## src/rtl/mel_pkg.sv

```systemverilog
package mel_pkg;
    localparam int SCALE_W   = 5;
    localparam int LEN_W     = 6;
    localparam int NOTE_W    = SCALE_W + LEN_W;
    localparam int SCALE_TOP = 29;

    typedef enum logic [2:0] {
        ST_IDLE, ST_MWAIT, ST_MPLAY, ST_BON, ST_BOFF, ST_BDONE, ST_BFOLLOW
    } mel_state_e;

    typedef enum logic [1:0] {
        BZ_CONT = 2'd0, BZ_SINGLE = 2'd1, BZ_INTER = 2'd2, BZ_FOLLOW = 2'd3
    } buz_mode_e;

    typedef struct packed {
        logic [SCALE_W-1:0] scale;
        logic [LEN_W-1:0]   len;
    } note_t;

    // Half period in clock cycles for a scale step; higher step, higher pitch.
    function automatic logic [SCALE_W-1:0] half_period(input logic [SCALE_W-1:0] s);
        return SCALE_W'(SCALE_TOP + 1) - s;
    endfunction
endpackage

```

## src/rtl/mel_cfg_regs.sv

```systemverilog
module mel_cfg_regs (
    input  logic                clk,
    input  logic                rst_n,
    input  logic                we,
    input  logic [1:0]          addr,
    input  logic [7:0]          wdata,
    output logic                run,
    output logic                buz_sel,
    output logic                invert,
    output logic [3:0]          tempo,
    output logic [2:0]          bfreq,
    output logic [3:0]          bduty,
    output mel_pkg::buz_mode_e  bmode
);
    import mel_pkg::*;

    always_ff @(posedge clk or negedge rst_n) begin
        if (!rst_n) begin
            run     <= 1'b0;
            buz_sel <= 1'b0;
            invert  <= 1'b0;
            tempo   <= '0;
            bfreq   <= '0;
            bduty   <= '0;
            bmode   <= BZ_CONT;
        end else if (we) begin
            unique case (addr)
                2'd0: begin
                    run     <= wdata[0];
                    buz_sel <= wdata[1];
                    invert  <= wdata[2];
                end
                2'd1: tempo <= wdata[3:0];
                2'd2: begin
                    bduty <= wdata[7:4];
                    bfreq <= wdata[2:0];
                end
                2'd3: bmode <= buz_mode_e'(wdata[1:0]);
                default: ;
            endcase
        end
    end
endmodule

```

## src/rtl/mel_note_buf.sv

```systemverilog
module mel_note_buf (
    input  logic                            clk,
    input  logic                            rst_n,
    input  logic                            in_valid,
    input  logic [mel_pkg::NOTE_W-1:0]      in_code,
    input  logic                            take,
    output logic                            out_ready,
    output logic                            full,
    output mel_pkg::note_t                  code
);
    import mel_pkg::*;

    always_ff @(posedge clk or negedge rst_n) begin
        if (!rst_n) begin
            full <= 1'b0;
            code <= '0;
        end else if (take) begin
            full <= 1'b0;
        end else if (in_valid && !full) begin
            full <= 1'b1;
            code <= note_t'(in_code);
        end
    end

    assign out_ready = !full;

    // the buffer only fills after an offered code
    p_fill_on_valid_r6: assert property (@(posedge clk) disable iff (!rst_n)
        $rose(full) |-> $past(in_valid));
endmodule

```

## src/rtl/mel_tone_gen.sv

```systemverilog
module mel_tone_gen #(
    parameter int TICK_UNIT = 512,
    parameter int BURST_CYC = 4096
) (
    input  logic                        clk,
    input  logic                        rst_n,
    input  logic                        cfg_we,
    input  logic [1:0]                  cfg_addr,
    input  logic [7:0]                  cfg_wdata,
    input  logic                        note_valid,
    input  logic [mel_pkg::NOTE_W-1:0]  note_code,
    output logic                        note_ready,
    output logic                        irq,
    output logic                        tone_out
);
    import mel_pkg::*;

    localparam int TICK_MAX = 15 * TICK_UNIT;
    localparam int TK_W     = $clog2(TICK_MAX + 1);
    localparam int BU_W     = $clog2(BURST_CYC + 1);

    logic             run, buz_sel, invert;
    logic [3:0]       tempo, tempo_eff, bduty;
    logic [2:0]       bfreq;
    buz_mode_e        bmode;
    logic             buf_full, take;
    note_t            buf_note, cur;
    mel_state_e       state, nxt;
    logic [TK_W-1:0]  tick_cnt, tick_lim;
    logic [LEN_W-1:0] len_cnt, len_eff;
    logic [SCALE_W-1:0] half_cnt, half;
    logic             wave, is_tone, tick_last, note_end, burst_last, raw;
    logic [6:0]       bz_cnt, bz_top;
    logic [4:0]       duty_p1;
    logic [3:0]       k_mul;
    logic [7:0]       hi_lim;
    logic [BU_W-1:0]  burst_cnt;

    mel_cfg_regs u_cfg (
        .clk(clk), .rst_n(rst_n), .we(cfg_we), .addr(cfg_addr), .wdata(cfg_wdata),
        .run(run), .buz_sel(buz_sel), .invert(invert), .tempo(tempo),
        .bfreq(bfreq), .bduty(bduty), .bmode(bmode)
    );

    mel_note_buf u_buf (
        .clk(clk), .rst_n(rst_n), .in_valid(note_valid), .in_code(note_code),
        .take(take), .out_ready(note_ready), .full(buf_full), .code(buf_note)
    );

    // Derived timing values
    always_comb begin
        tempo_eff  = (tempo == 4'd0) ? 4'd15 : tempo;
        tick_lim   = TK_W'(tempo_eff) * TK_W'(TICK_UNIT);
        tick_last  = (tick_cnt == tick_lim - 1'b1);
        len_eff    = (cur.len == '0) ? LEN_W'(1) : cur.len;
        is_tone    = (cur.scale != '0) && (cur.scale <= SCALE_W'(SCALE_TOP));
        half       = half_period(cur.scale);
        note_end   = (state == ST_MPLAY) && tick_last && (len_cnt == len_eff - 1'b1);
        bz_top     = {bfreq, 4'hF};
        duty_p1    = {1'b0, bduty} + 5'd1;
        k_mul      = {1'b0, bfreq} + 4'd1;
        hi_lim     = {3'b000, duty_p1} * {4'b0000, k_mul};
        burst_last = (burst_cnt == BU_W'(BURST_CYC - 1));
    end

    // Next-state logic
    always_comb begin
        nxt  = state;
        take = 1'b0;
        if (!run) begin
            nxt = ST_IDLE;
        end else begin
            unique case (state)
                ST_IDLE: begin
                    if (!buz_sel)                nxt = ST_MWAIT;
                    else if (bmode == BZ_FOLLOW) nxt = ST_BFOLLOW;
                    else                         nxt = ST_BON;
                end
                ST_MWAIT: if (buf_full) begin
                    nxt  = ST_MPLAY;
                    take = 1'b1;
                end
                ST_MPLAY: if (note_end) begin
                    if (buf_full) take = 1'b1;
                    else          nxt  = ST_MWAIT;
                end
                ST_BON: begin
                    if (burst_last && bmode == BZ_SINGLE)     nxt = ST_BDONE;
                    else if (burst_last && bmode == BZ_INTER) nxt = ST_BOFF;
                end
                ST_BOFF: if (burst_last) nxt = ST_BON;
                ST_BDONE, ST_BFOLLOW: ;
                default: nxt = ST_IDLE;
            endcase
        end
    end

    // State register
    always_ff @(posedge clk or negedge rst_n) begin
        if (!rst_n) state <= ST_IDLE;
        else        state <= nxt;
    end

    // Note and buzzer counters
    always_ff @(posedge clk or negedge rst_n) begin
        if (!rst_n) begin
            cur       <= '0;
            tick_cnt  <= '0;
            len_cnt   <= '0;
            half_cnt  <= '0;
            wave      <= 1'b0;
            bz_cnt    <= '0;
            burst_cnt <= '0;
            irq       <= 1'b0;
        end else begin
            irq <= note_end || (state == ST_BON && nxt == ST_BDONE);
            if (take) begin
                cur      <= buf_note;
                tick_cnt <= '0;
                len_cnt  <= '0;
                half_cnt <= '0;
                wave     <= 1'b1;
            end else if (state == ST_MPLAY) begin
                tick_cnt <= tick_last ? '0 : tick_cnt + 1'b1;
                if (tick_last) len_cnt <= len_cnt + 1'b1;
                if (half_cnt == half - 1'b1) begin
                    half_cnt <= '0;
                    wave     <= ~wave;
                end else begin
                    half_cnt <= half_cnt + 1'b1;
                end
            end
            if (state != nxt) begin
                bz_cnt    <= '0;
                burst_cnt <= '0;
            end else if (state == ST_BON || state == ST_BOFF) begin
                bz_cnt    <= (bz_cnt == bz_top) ? '0 : bz_cnt + 1'b1;
                burst_cnt <= burst_last ? '0 : burst_cnt + 1'b1;
            end
        end
    end

    // Output
    always_comb begin
        unique case (state)
            ST_MPLAY:   raw = is_tone && wave;
            ST_BON:     raw = ({1'b0, bz_cnt} < hi_lim);
            ST_BFOLLOW: raw = 1'b1;
            default:    raw = 1'b0;
        endcase
        tone_out = raw ^ invert;
    end

    // the buffer is consumed only when it holds a code
    p_take_full_r6: assert property (@(posedge clk) disable iff (!rst_n)
        take |-> buf_full);
    // rests keep the pin at its inactive level
    p_rest_quiet_r5: assert property (@(posedge clk) disable iff (!rst_n)
        (state == ST_MPLAY && !is_tone) |-> (tone_out == invert));
    // follow pattern drives the active level
    p_follow_high_r11: assert property (@(posedge clk) disable iff (!rst_n)
        (state == ST_BFOLLOW) |-> (tone_out != invert));
    // clearing run returns the machine to idle
    p_stop_idle_r7: assert property (@(posedge clk) disable iff (!rst_n)
        !run |=> (state == ST_IDLE));
    // a finished single burst stays finished while run holds
    p_done_hold_r9: assert property (@(posedge clk) disable iff (!rst_n)
        (state == ST_BDONE && run) |=> (state == ST_BDONE));
    // the length count never passes the note length
    p_len_bound_r3: assert property (@(posedge clk) disable iff (!rst_n)
        (state == ST_MPLAY) |-> (len_cnt < len_eff));
    // irq only follows a sounding note or burst
    p_irq_src_r6: assert property (@(posedge clk) disable iff (!rst_n)
        irq |-> ($past(state) == ST_MPLAY || $past(state) == ST_BON));
endmodule

```

## config.mk

```make
export PLATFORM = sky130hd
export DESIGN_NAME = mel_tone_gen
export DESIGN_NICKNAME = d
export VERILOG_FILES = /design/src/rtl/mel_pkg.sv /design/src/rtl/mel_cfg_regs.sv /design/src/rtl/mel_note_buf.sv /design/src/rtl/mel_tone_gen.sv
export SDC_FILE = /design/constraint.sdc
export NUM_CORES = 1
export LEC_CHECK = 0
export ABC_AREA = 1
export BUFFER_PORTS_ARGS = -buffer_cell sky130_fd_sc_hd__clkbuf_2
export CORE_ASPECT_RATIO = 2
export CORE_MARGIN = 2
export CORE_UTILIZATION = 56
export CTS_CLUSTER_SIZE = 12
export DETAILED_ROUTE_END_ITERATION = 8
export PLACE_DENSITY = 0.82
export SLEW_MARGIN = 20
export SYNTH_ARGS = -nofsm -noshare
export SYNTH_HDL_FRONTEND = slang
export SYNTH_SLANG_ARGS = --single-unit
```

## constraint.sdc

```tcl
create_clock -name clk -period 4.2 [get_ports clk]
set_input_delay 0.42 -clock clk [delete_from_list [all_inputs] [get_ports clk]]
set_output_delay 0.42 -clock clk [all_outputs]
set_load 0.02 [all_outputs]
```

# After elaboration in Yosys (flattened, before gate mapping)
# Index checks and enable logic that the tools add are counted.
[op_classes] n_addsub=11 mul=1 div_mod_pow=0 magnitude_cmp=2 eq_ne=19 shift=0 muxes=37 n_bitwise=3 reduce_logical=29
[op_table] operator="two-way mux 13 bit" count=6
[op_table] operator="two-way mux 3 bit" count=9
[op_table] operator="adder 13 x 1 -> 13 bit (second input constant)" count=2
[op_table] operator="two-way mux 6 bit" count=4
[op_table] operator="two-way mux 7 bit" count=3
[op_table] operator="one-hot mux 3 bit (6 select lines)" count=1
[op_table] operator="two-way mux 5 bit" count=3
[op_table] operator="AND reduction 2 bit" count=7
[op_table] operator="== test 13 x 12 -> 1 bit (second input constant)" count=1
[op_table] operator="== test 13 bit" count=1
[op_table] operator="subtractor 13 x 1 -> 13 bit (second input constant)" count=1
[op_table] operator="== test 3 bit (second input constant)" count=4
[op_table] operator="nonzero test 2 bit" count=5
[op_table] operator="== test 2 bit (second input constant)" count=4
[op_table] operator="logical AND 1 bit" count=8
[op_table] operator="less-than comparator 7 x 8 -> 1 bit" count=1
[op_table] operator="multiplier 5 x 4 -> 8 bit" count=1
[op_table] operator="two-way mux 1 bit" count=8
[op_table] operator="adder 7 x 1 -> 7 bit (second input constant)" count=1
[op_table] operator="== test 7 bit" count=1
[op_table] operator="adder 6 x 1 -> 6 bit (second input constant)" count=1
[op_table] operator="== test 3 x 2 -> 1 bit (second input constant)" count=2
[op_table] operator="== test 6 bit" count=1
[op_table] operator="zero test 6 bit" count=1
[op_table] operator="other kinds (23)" count=26
[word_totals] ff_bits=88 latchBits=0 ram_bits=0 romBits=0 inputBits=25 output_inout_bits=3 n_memories=0

# Logic depth before layout (Yosys ltp)
# Gate-level depths: netlist of the first run.
[depth] word_depth=12 ltp_mapped=21 ltp_nobuf=21

# Hierarchy
# Synthesis of the first run repeated with hierarchy kept, for this count alone.
[hier_totals] hier_cells=774 area_unflattened_um2=5880.6
[modules_own_cells] mod="mel_tone_gen" instances=1 cells_per_inst=646 area_per_inst_um2=4719.5 seq_area_each_um2=1501.4
[modules_own_cells] mod="mel_cfg_regs" instances=1 cells_per_inst=75 area_per_inst_um2=678.2 seq_area_each_um2=400.4
[modules_own_cells] mod="mel_note_buf" instances=1 cells_per_inst=53 area_per_inst_um2=483.0 seq_area_each_um2=300.3

# Least setup slack after synthesis of the first run
# No wires, ideal clock.
[synth_path] path_kind="register to output" start="reg u_cfg.bfreq[1]" end="out tone_out" arrival_time_ns=3.963 t_required_ns=3.780 setup_slack_ns=-0.183 path_stages_with_launch=20 path_buffers=0 cell_sequence="dfrtp_1 > ha_1 > xnor2_1 > or2_2 > fa_1 > inv_1 > fa_1 > inv_1 > fa_1 > ha_1 > a21oi_1 > o21ai_0 > nand3_1 > nand2_1 > o21ai_0 > nand2_1 > nand2_1 > nand2_1 > nand2_1 > xor2_1"
[synth_between] elab_chain_len=5
[synth_lines] item="start, declared" line_no="mel_cfg_regs.sv:11" rtl="output logic [2:0] bfreq,"
[synth_lines] item="start signal, assigned" line_no="mel_cfg_regs.sv:36" rtl="bfreq <= wdata[2:0];"
[synth_lines] item="adder 3 x 1 -> 4 bit" line_no="mel_tone_gen.sv:61" rtl="k_mul = {1'b0, bfreq} + 4'd1;"
[synth_lines] item="multiplier 5 x 4 -> 8 bit" line_no="mel_tone_gen.sv:62" rtl="hi_lim = {3'b000, duty_p1} * {4'b0000, k_mul};"
[synth_lines] item="less-than comparator 7 x 8 -> 1 bit" line_no="mel_tone_gen.sv:147" rtl="ST_BON: raw = ({1'b0, bz_cnt} < hi_lim);"
[synth_lines] item="one-hot mux 1 bit (3 select lines)" line_no="mel_tone_gen.sv:145" rtl="unique case (state)"
[synth_lines] item="XOR 1 bit" line_no="mel_tone_gen.sv:151" rtl="tone_out = raw ^ invert;"
[synth_lines] item="end, declared" line_no="mel_tone_gen.sv:14" rtl="output logic tone_out"
# Every way passes these cells.

# Worst setup path after layout of the first run
[layout_path] start="reg u_cfg.bduty[1]" end="out tone_out"
[layout_between] elab_chain_len=5
[layout_lines] item="start, declared" line_no="mel_cfg_regs.sv:12" rtl="output logic [3:0] bduty,"
[layout_lines] item="start signal, assigned" line_no="mel_cfg_regs.sv:35" rtl="bduty <= wdata[7:4];"
[layout_lines] item="adder 4 x 1 -> 5 bit" line_no="mel_tone_gen.sv:60" rtl="duty_p1 = {1'b0, bduty} + 5'd1;"
[layout_lines] item="multiplier 5 x 4 -> 8 bit" line_no="mel_tone_gen.sv:62"
[layout_lines] item="less-than comparator 7 x 8 -> 1 bit" line_no="mel_tone_gen.sv:147"
[layout_lines] item="one-hot mux 1 bit (3 select lines)" line_no="mel_tone_gen.sv:145"
[layout_lines] item="XOR 1 bit" line_no="mel_tone_gen.sv:151"
# Every way passes these cells.

==> parameters.txt, run 1 <==
Parameter                              Value

Run status
  Status    finished, violations left
  Failing checks    negative setup slack

Placement
  Number of I/O port buffers    27
  RePlAce Congestion    0.9417
  Post-DP HPWL    9925 microns
  Post-DP Area    6077 sq um

Die
  Total die area    11,100 sq um
  Floorplan die height    147.0 microns
  Number of ports placed on the die boundary    28
  Initial cell density of the core    57.14%
  Width of the die    75.50 microns
  Core outline area    10,020 sq um
  Placement Rows    52

Timing
  Number of hold violations in the final report    0
  Final setup violating endpoints    1
  Upper clock frequency limit    0.2123 GHz
  Time the final worst path needs with I/O delays and setup    4710 ps
  Tightest Pin Transition    827.1 ps
  Clock skew    7.615 ps
  Worst slew margin relative to its limit    44.70%
  Aggregate negative setup slack    -510.3 ps
  Tcrit/Tclk final    112.1%
  Final worst slack    -510.3 ps
  Final Max Slew Viols    0
  Unrepaired setup endpoints after global routing    yes

Global routing
  Global-route layer with the greatest usage    met2
  GRT overflow    0
  Total routing usage reported by global routing    27.08%
  Met3 Resource Use GR    4.595%
  Routing usage on met1    25.89%
  Pin count of the biggest net entering global routing    47
  Initial antenna violation count    0
  Via count of the first global-routing pass    5,400
  Wire length of the first global-routing pass    23,360 microns
  Met2 Use GR    50.09%

Critical path
  Cell type with the highest occurrence count on the critical path    nand2_1
  Worst path slowest cell    fa_1
  Crit path required time    3780 ps
  Max incr delay on CP    520 ps
  Setup crit start kind    flip-flop
  Startpoint-to-endpoint class of the critical path    flip-flop to primary output
  Crit-path cells    ha_4 > inv_2 > or2_4 > fa_1 > inv_1 > fa_1 > inv_1 > fa_1 > ha_4 > nand2_2 > o21ai_2 > nand3_2 > nand2_1 > o21ai_1 > nand2_1 > nand2_1 > nand2_1 > nand2_2 > xor2_4 > buf_8
  Worst Path Max Fanout    2
  Critical path endpoint category    primary output
  Endpoint arrival time on the critical path    4290 ps

Synthesis
  Post-synthesis share of cell area spent on full adders, half adders and majority gates    8.435%
  Asr flop ratio synth    100.0%
  Sequential fraction of the synthesis area    38.46%
  Cells taking the most area after synthesis    dfrtp_1 (38%), nand2_1 (10%), inv_1 (7.0%)
  Number of register bits inferred by synthesis    88
  Total nets after synthesis    801
  Number of enable flip-flop cells after synthesis    0
  Area share of the largest cell type after synthesis    38.46%
  Library cell with the largest summed area after synthesis    dfrtp_1
  Number of instances in the synthesized netlist    741
  Mean post-synth cell area    7.727 sq um
  Dominant combinational cell family by area after synthesis    simple AND/OR/NAND/NOR gates
  Count of warnings emitted by yosys    0
  Prevailing post-synth register cell    dfrtp_1
  Most used standard cell by instance count after synthesis    nand2_1
  Most instantiated cells after synthesis    nand2_1 (156), inv_1 (107), dfrtp_1 (88)
  Post-Synth XOR/XNOR Area    6.272%
  Share of the synthesized area in compound gates (AO/OA/AOI/OAI)    9.987%
  Share of synthesized area spent on multiplexers    1.355%
  Cell area after synthesis    5725 sq um
  Number of library cell types mapped by synthesis    42
  Post-synthesis share of cell area spent on and, or, nand and nor gates    26.44%

Layout
  Final-stage net count    842
  Filler cell count in the final layout    848
  Fraction of layout instances using a drive strength above 1    14.23%
  Final std cell area, no fill    6586 sq um
  Finished Core Util    65.73%
  Area delta synth->final    15.04%
  Final antenna diode count    0

Pwr
  Pleak    3.247 nW
  VDD IR max    0.3173 mV
  Pwr per Cell Area    547.4 nW/um^2

Min path
  Classification of the worst-slack hold path    primary input to asynchronous set/reset pin

Drt
  Total number of vias    5,128
  Final Routed Wirelength    14,190 microns
  Via/cell ratio    5.562
  Routed wire length per instance    15.39 microns
  Pre-Repair DR Iteration Count    5
  Number of design-rule violations left by the first detailed-router iteration    358
  DRC    0
  Remaining number of nets flagged by the antenna check after routing    0

Clocking
  Max clock buf depth    2
  Clock transition at the register clock pins on the worst setup and hold paths after CTS    70 ps
  Clock network latency to the later pin of the worst-skew pair    350 ps
  H-tree depth reported by CTS    3
  TritonCTS clock tree    yes
  Root cell of the clock tree    clkbuf_16
  Number of buffers added by the clock tree synthesis step    9
  Clk sinks    88

Flow run
  MaxCap Viol Count    0
-- kinds of logic (layout without fill, tap and decap cells) --
kind of cell | count (synthesis) | after routing
compound gates | 99 | 99
xor+xnor | 41 | 41
fa+ha+maj | 35 | 35
buf+inv | 128 | 174
flops | 88 | 88
mux | 7 | 7
simple gates | 343 | 343
-- routing by layer --
metal | vias up | part of all wire (%)
met1 | 2465 | 34
li1 | 2472 | -
met3 | 61 | 2.7
met2 | 130 | 58
met5 | - | 0
met4 | 0 | 5.3
-- critical path, delay by kind of cell (launching register included) --
kind / cells / cell delay (ps)
adders and majority gates: 5 / 2110
AOI/OAI and AO/OA: 2 / 220
xor gates and xnor gates: 1 / 160
and+or+nand+nor: 8 / 730
DFF: 1 / 420
buffers and inverters: 4 / 270
-- placed cells by master, fill, tap and decap left out, types with 13 or more instances in the layout --
cell type | Yosys | final
ha_1 | 29 | 25
dfrtp_1 | 88 | 88
nor2_1 | 66 | 66
nand3_1 | 63 | 61
a21oi_1 | 30 | 28
buf_4 | 0 | 22
xor2_1 | 30 | 27
nand4_1 | 13 | 13
inv_1 | 107 | 103
nand2_1 | 156 | 153
nor3_1 | 29 | 29
clkbuf_2 | 2 | 25
o21ai_0 | 44 | 41
-- cell type report --
cell class              instances  area (sq um)  share of cell area [%]
well taps                     135         168.9                   2.565
flip-flops and latches         88          2202                   33.43
repair buffers                 49         316.6                   4.806
multi-input cells             525          3141                   47.68
inverters                     109         409.1                   6.212
clock buffers                   9         225.2                   3.419
clock inverters                 7         123.9                   1.881
-- power breakdown --
part,switching (mW),internal (mW),total (mW)
Combinational,0.847,0.585,1.43
Sequential,0.196,1.03,1.23
Clock,0.360,0.588,0.947
Total,1.40,2.20,3.61
-- path summary, 6_finish.rpt --
kind                       slack (ps)  cells after the start        endpoint           start
setup / recovery                 -510                     20        tone_out  u_cfg.bduty[1]
hold / removal                     80                      1     tick_cnt[4]           rst_n
setup reg to reg                  950                     16   burst_cnt[12]  u_cfg.tempo[3]
hold reg to reg                   510                      2   u_buf.code[9]   u_buf.code[9]
max in group asynchronous        3130                      2      len_cnt[2]           rst_n
min in group clk                  310                      2  u_cfg.bduty[2]    cfg_wdata[6]
-- sequential cells by signal, summed over array words and instances (netlist names) --
register,count
burst_cnt,13
bz_cnt,7
cur,11
half_cnt,5
irq,1
len_cnt,6
state,3
tick_cnt,13
u_buf.code,11
u_buf.full,1
u_cfg.bduty,4
u_cfg.bfreq,3
u_cfg.bmode,2
u_cfg.buz_sel,1
u_cfg.invert,1
u_cfg.run,1
u_cfg.tempo,4
wave,1
-- what timing repair did --
item                                    4_1_cts  5_1_grt
endpoints found under the setup margin        1        1
pin swaps                                    17       21
gates resized for setup                      15       11
setup buffers                                 6        1
hold buffers                                  0        0
-- metrics by stage --
step	power, mW	hold slack, ps	cells	worst slack, ps
2_1_floorplan	2.112	124.4	741	17.53
3_3_place_gp	2.363	470.5	900	-132.6
3_5_place_dp	2.454	471.4	900	-277.9
4_1_cts	3.533	111.7	922	-527.7
5_1_grt	3.846	131.7	922	-699.5
6_report	3.606	84.29	922	-510.3
(Power assumes the default switching activity.)
==> run 2, diff against run 1 <==
--- a/config.mk
+++ b/config.mk
@@ -9,10 +9,9 @@
 export BUFFER_PORTS_ARGS = -buffer_cell sky130_fd_sc_hd__clkbuf_2
 export CORE_ASPECT_RATIO = 2
 export CORE_MARGIN = 2
-export CORE_UTILIZATION = 56
-export CTS_CLUSTER_SIZE = 12
+export CORE_UTILIZATION = 40
 export DETAILED_ROUTE_END_ITERATION = 8
-export PLACE_DENSITY = 0.82
+export PLACE_DENSITY = 0.54
 export SLEW_MARGIN = 20
 export SYNTH_ARGS = -nofsm -noshare
 export SYNTH_HDL_FRONTEND = slang
==> parameters.txt, run 2 (synthesis gave the netlist of run 1 again) <==
Parameter                              Value

Critical path
  Worst path slowest cell    fa_1
  Endpoint arrival time on the critical path    4190 ps
  Worst Path Max Fanout    2
  Crit path required time    3780 ps
  Startpoint-to-endpoint class of the critical path    flip-flop to primary output
  Critical path endpoint category    primary output
  Setup crit start kind    flip-flop
  Cell type with the highest occurrence count on the critical path    nand2_1
  Crit-path cells    ha_4 > inv_2 > or2_4 > fa_1 > inv_2 > fa_1 > inv_2 > fa_1 > ha_4 > a21oi_2 > o21ai_1 > nand3_1 > nand2_1 > o21ai_1 > nand2_1 > nand2_1 > nand2_1 > nand2_2 > xor2_4 > buf_8
  Crit path max-delay family    adder cells
  Max incr delay on CP    530 ps
  Number of buffers and inverters on the critical path    4

Drt
  Routed wire length per instance    14.14 microns
  Final Routed Wirelength    13,750 microns
  Pre-Repair DR Iteration Count    4
  Via/cell ratio    5.038
  DRC    0
  Number of design-rule violations left by the first detailed-router iteration    181
  Total number of vias    4,902
  Remaining number of nets flagged by the antenna check after routing    0

Layout
  Most common library cell in the layout ignoring fill and taps    nand2_1
  Area delta synth->final    14.97%
  Final-stage net count    839
  Top Registers    burst_cnt (13), tick_cnt (13)
  Commonest cells after routing, fill and taps aside    nand2_1 (154), inv_1 (104), dfrtp_1 (88)
  Final antenna diode count    0
  Post-route insts no fill    973
  Area occupied by multi-input gates    3119 sq um
  Filler cell count in the final layout    1,409
  Sequential cell area in the final layout    2202 sq um
  Fraction of layout instances using a drive strength above 1    13.39%

Die
  Number of ports placed on the die boundary    28
  Total die area    15,350 sq um
  Floorplan die height    173.2 microns
  Initial cell density of the core    40.99%
  Placement Rows    61
  Width of the die    88.60 microns
  Core outline area    13,970 sq um

Clocking
  Clock transition at the register clock pins on the worst setup and hold paths after CTS    70 ps
  Clock network latency to the later pin of the worst-skew pair    340 ps
  Max clock buf depth    2
  H-tree depth reported by CTS    3
  Number of buffers added by the clock tree synthesis step    9
  Hold-fix buffers at CTS    0
  Root cell of the clock tree    clkbuf_16
  TritonCTS clock tree    yes
  Clk sinks    88

Placement
  Number of I/O port buffers    27
  Post-DP HPWL    10,360 microns
  RePlAce Congestion    0.9302
  Setup Slack @ Placement    -249.0 ps
  Cell total after placement    956

Global routing
  Pin count of the biggest net entering global routing    70
  Wire length of the first global-routing pass    23,380 microns
  Via count of the first global-routing pass    5,148
  GRT overflow    0
  Initial antenna violation count    0
  Total routing usage reported by global routing    19.30%

Timing
  Number of hold violations in the final report    0
  Upper clock frequency limit    0.2170 GHz
  Aggregate negative setup slack    -408.7 ps
  Tcrit/Tclk final    109.7%
  Final Max Slew Viols    0
  Time the final worst path needs with I/O delays and setup    4609 ps
  Tightest Pin Transition    912.2 ps
  Final setup violating endpoints    1
  Worst slew margin relative to its limit    39.19%
  Unrepaired setup endpoints after global routing    yes
  Final worst slack    -408.7 ps
  Clock skew    9.929 ps

Pwr
  VDD IR max    0.2136 mV
  Pleak    3.219 nW
  Pwr per Cell Area    521.9 nW/um^2

Run status
  Status    finished, violations left
  Failing checks    negative setup slack

Flow run
  MaxCap Viol Count    0

Min path
  Classification of the worst-slack hold path    primary input to asynchronous set/reset pin
run 2: cell count changes in the layout (fill, tap and decap cells not counted), sizes merged:
cell      previous run  this run
bufinv               3         2
clkinvlp             1         0
clkinv               1         2
inv                111       112
buf                 24        21
run 2: routing by layer:
layer	GRT usage, %	share of wire, %	wire (microns)	vias to the layer above
met5	0	0	0	-
met2	37.53	59	8117	62
met4	7.702	2.6	362	0
met1	19.06	37	5031	2342
li1	-	-	-	2472
met3	3.294	1.8	242	26
run 2: final cells by class:
class / instances / share of cell area (%)
multi-input combinational: 525 / 47.39
sequential: 88 / 33.45
inverter: 109 / 6.216
timing repair buffer: 46 / 4.410
tap: 189 / 3.592
clock buffer: 9 / 3.421
clock inverter: 7 / 1.521
run 2: path summary, 6_finish.rpt:
kind,from,cells past startpoint,end,slack (ps)
max in group asynchronous,rst_n,2,u_buf.code[8],3130
max reg2reg,cur[3],19,len_cnt[5],990
max,u_cfg.bduty[1],20,tone_out,-410
min,rst_n,1,tick_cnt[6],210
min in group clk,cfg_wdata[7],2,u_cfg.bduty[3],310
min reg2reg,u_cfg.tempo[2],2,u_cfg.tempo[2],510
run 2: report_power, final:
| group | internal (mW) | switching (mW) | total (mW) |
|---|---|---|---|
| clock | 0.529 | 0.366 | 0.895 |
| sequential | 1.03 | 0.194 | 1.22 |
| combinational | 0.553 | 0.764 | 1.32 |
| total | 2.11 | 1.32 | 3.44 |
run 2: timing repair:
item                                    in CTS  in global routing
gates resized for setup                     10                  8
cloned                                       0                  0
pin swaps                                   15                  7
endpoints found under the setup margin       1                  1
setup buffers                                1                  0
endpoints found under the hold margin        0                  0
run 2: stage by stage:
stage	util (%)	hold WS, ps	instance area, sq um	power, mW
2_1_floorplan	-	124.4	5759	2.112
3_3_place_gp	44.10	480.0	6160	2.424
3_5_place_dp	44.10	496.0	6160	2.464
4_1_cts	46.82	251.6	6539	3.436
5_1_grt	47.13	291.3	6583	3.734
6_report	47.13	212.7	6583	3.436
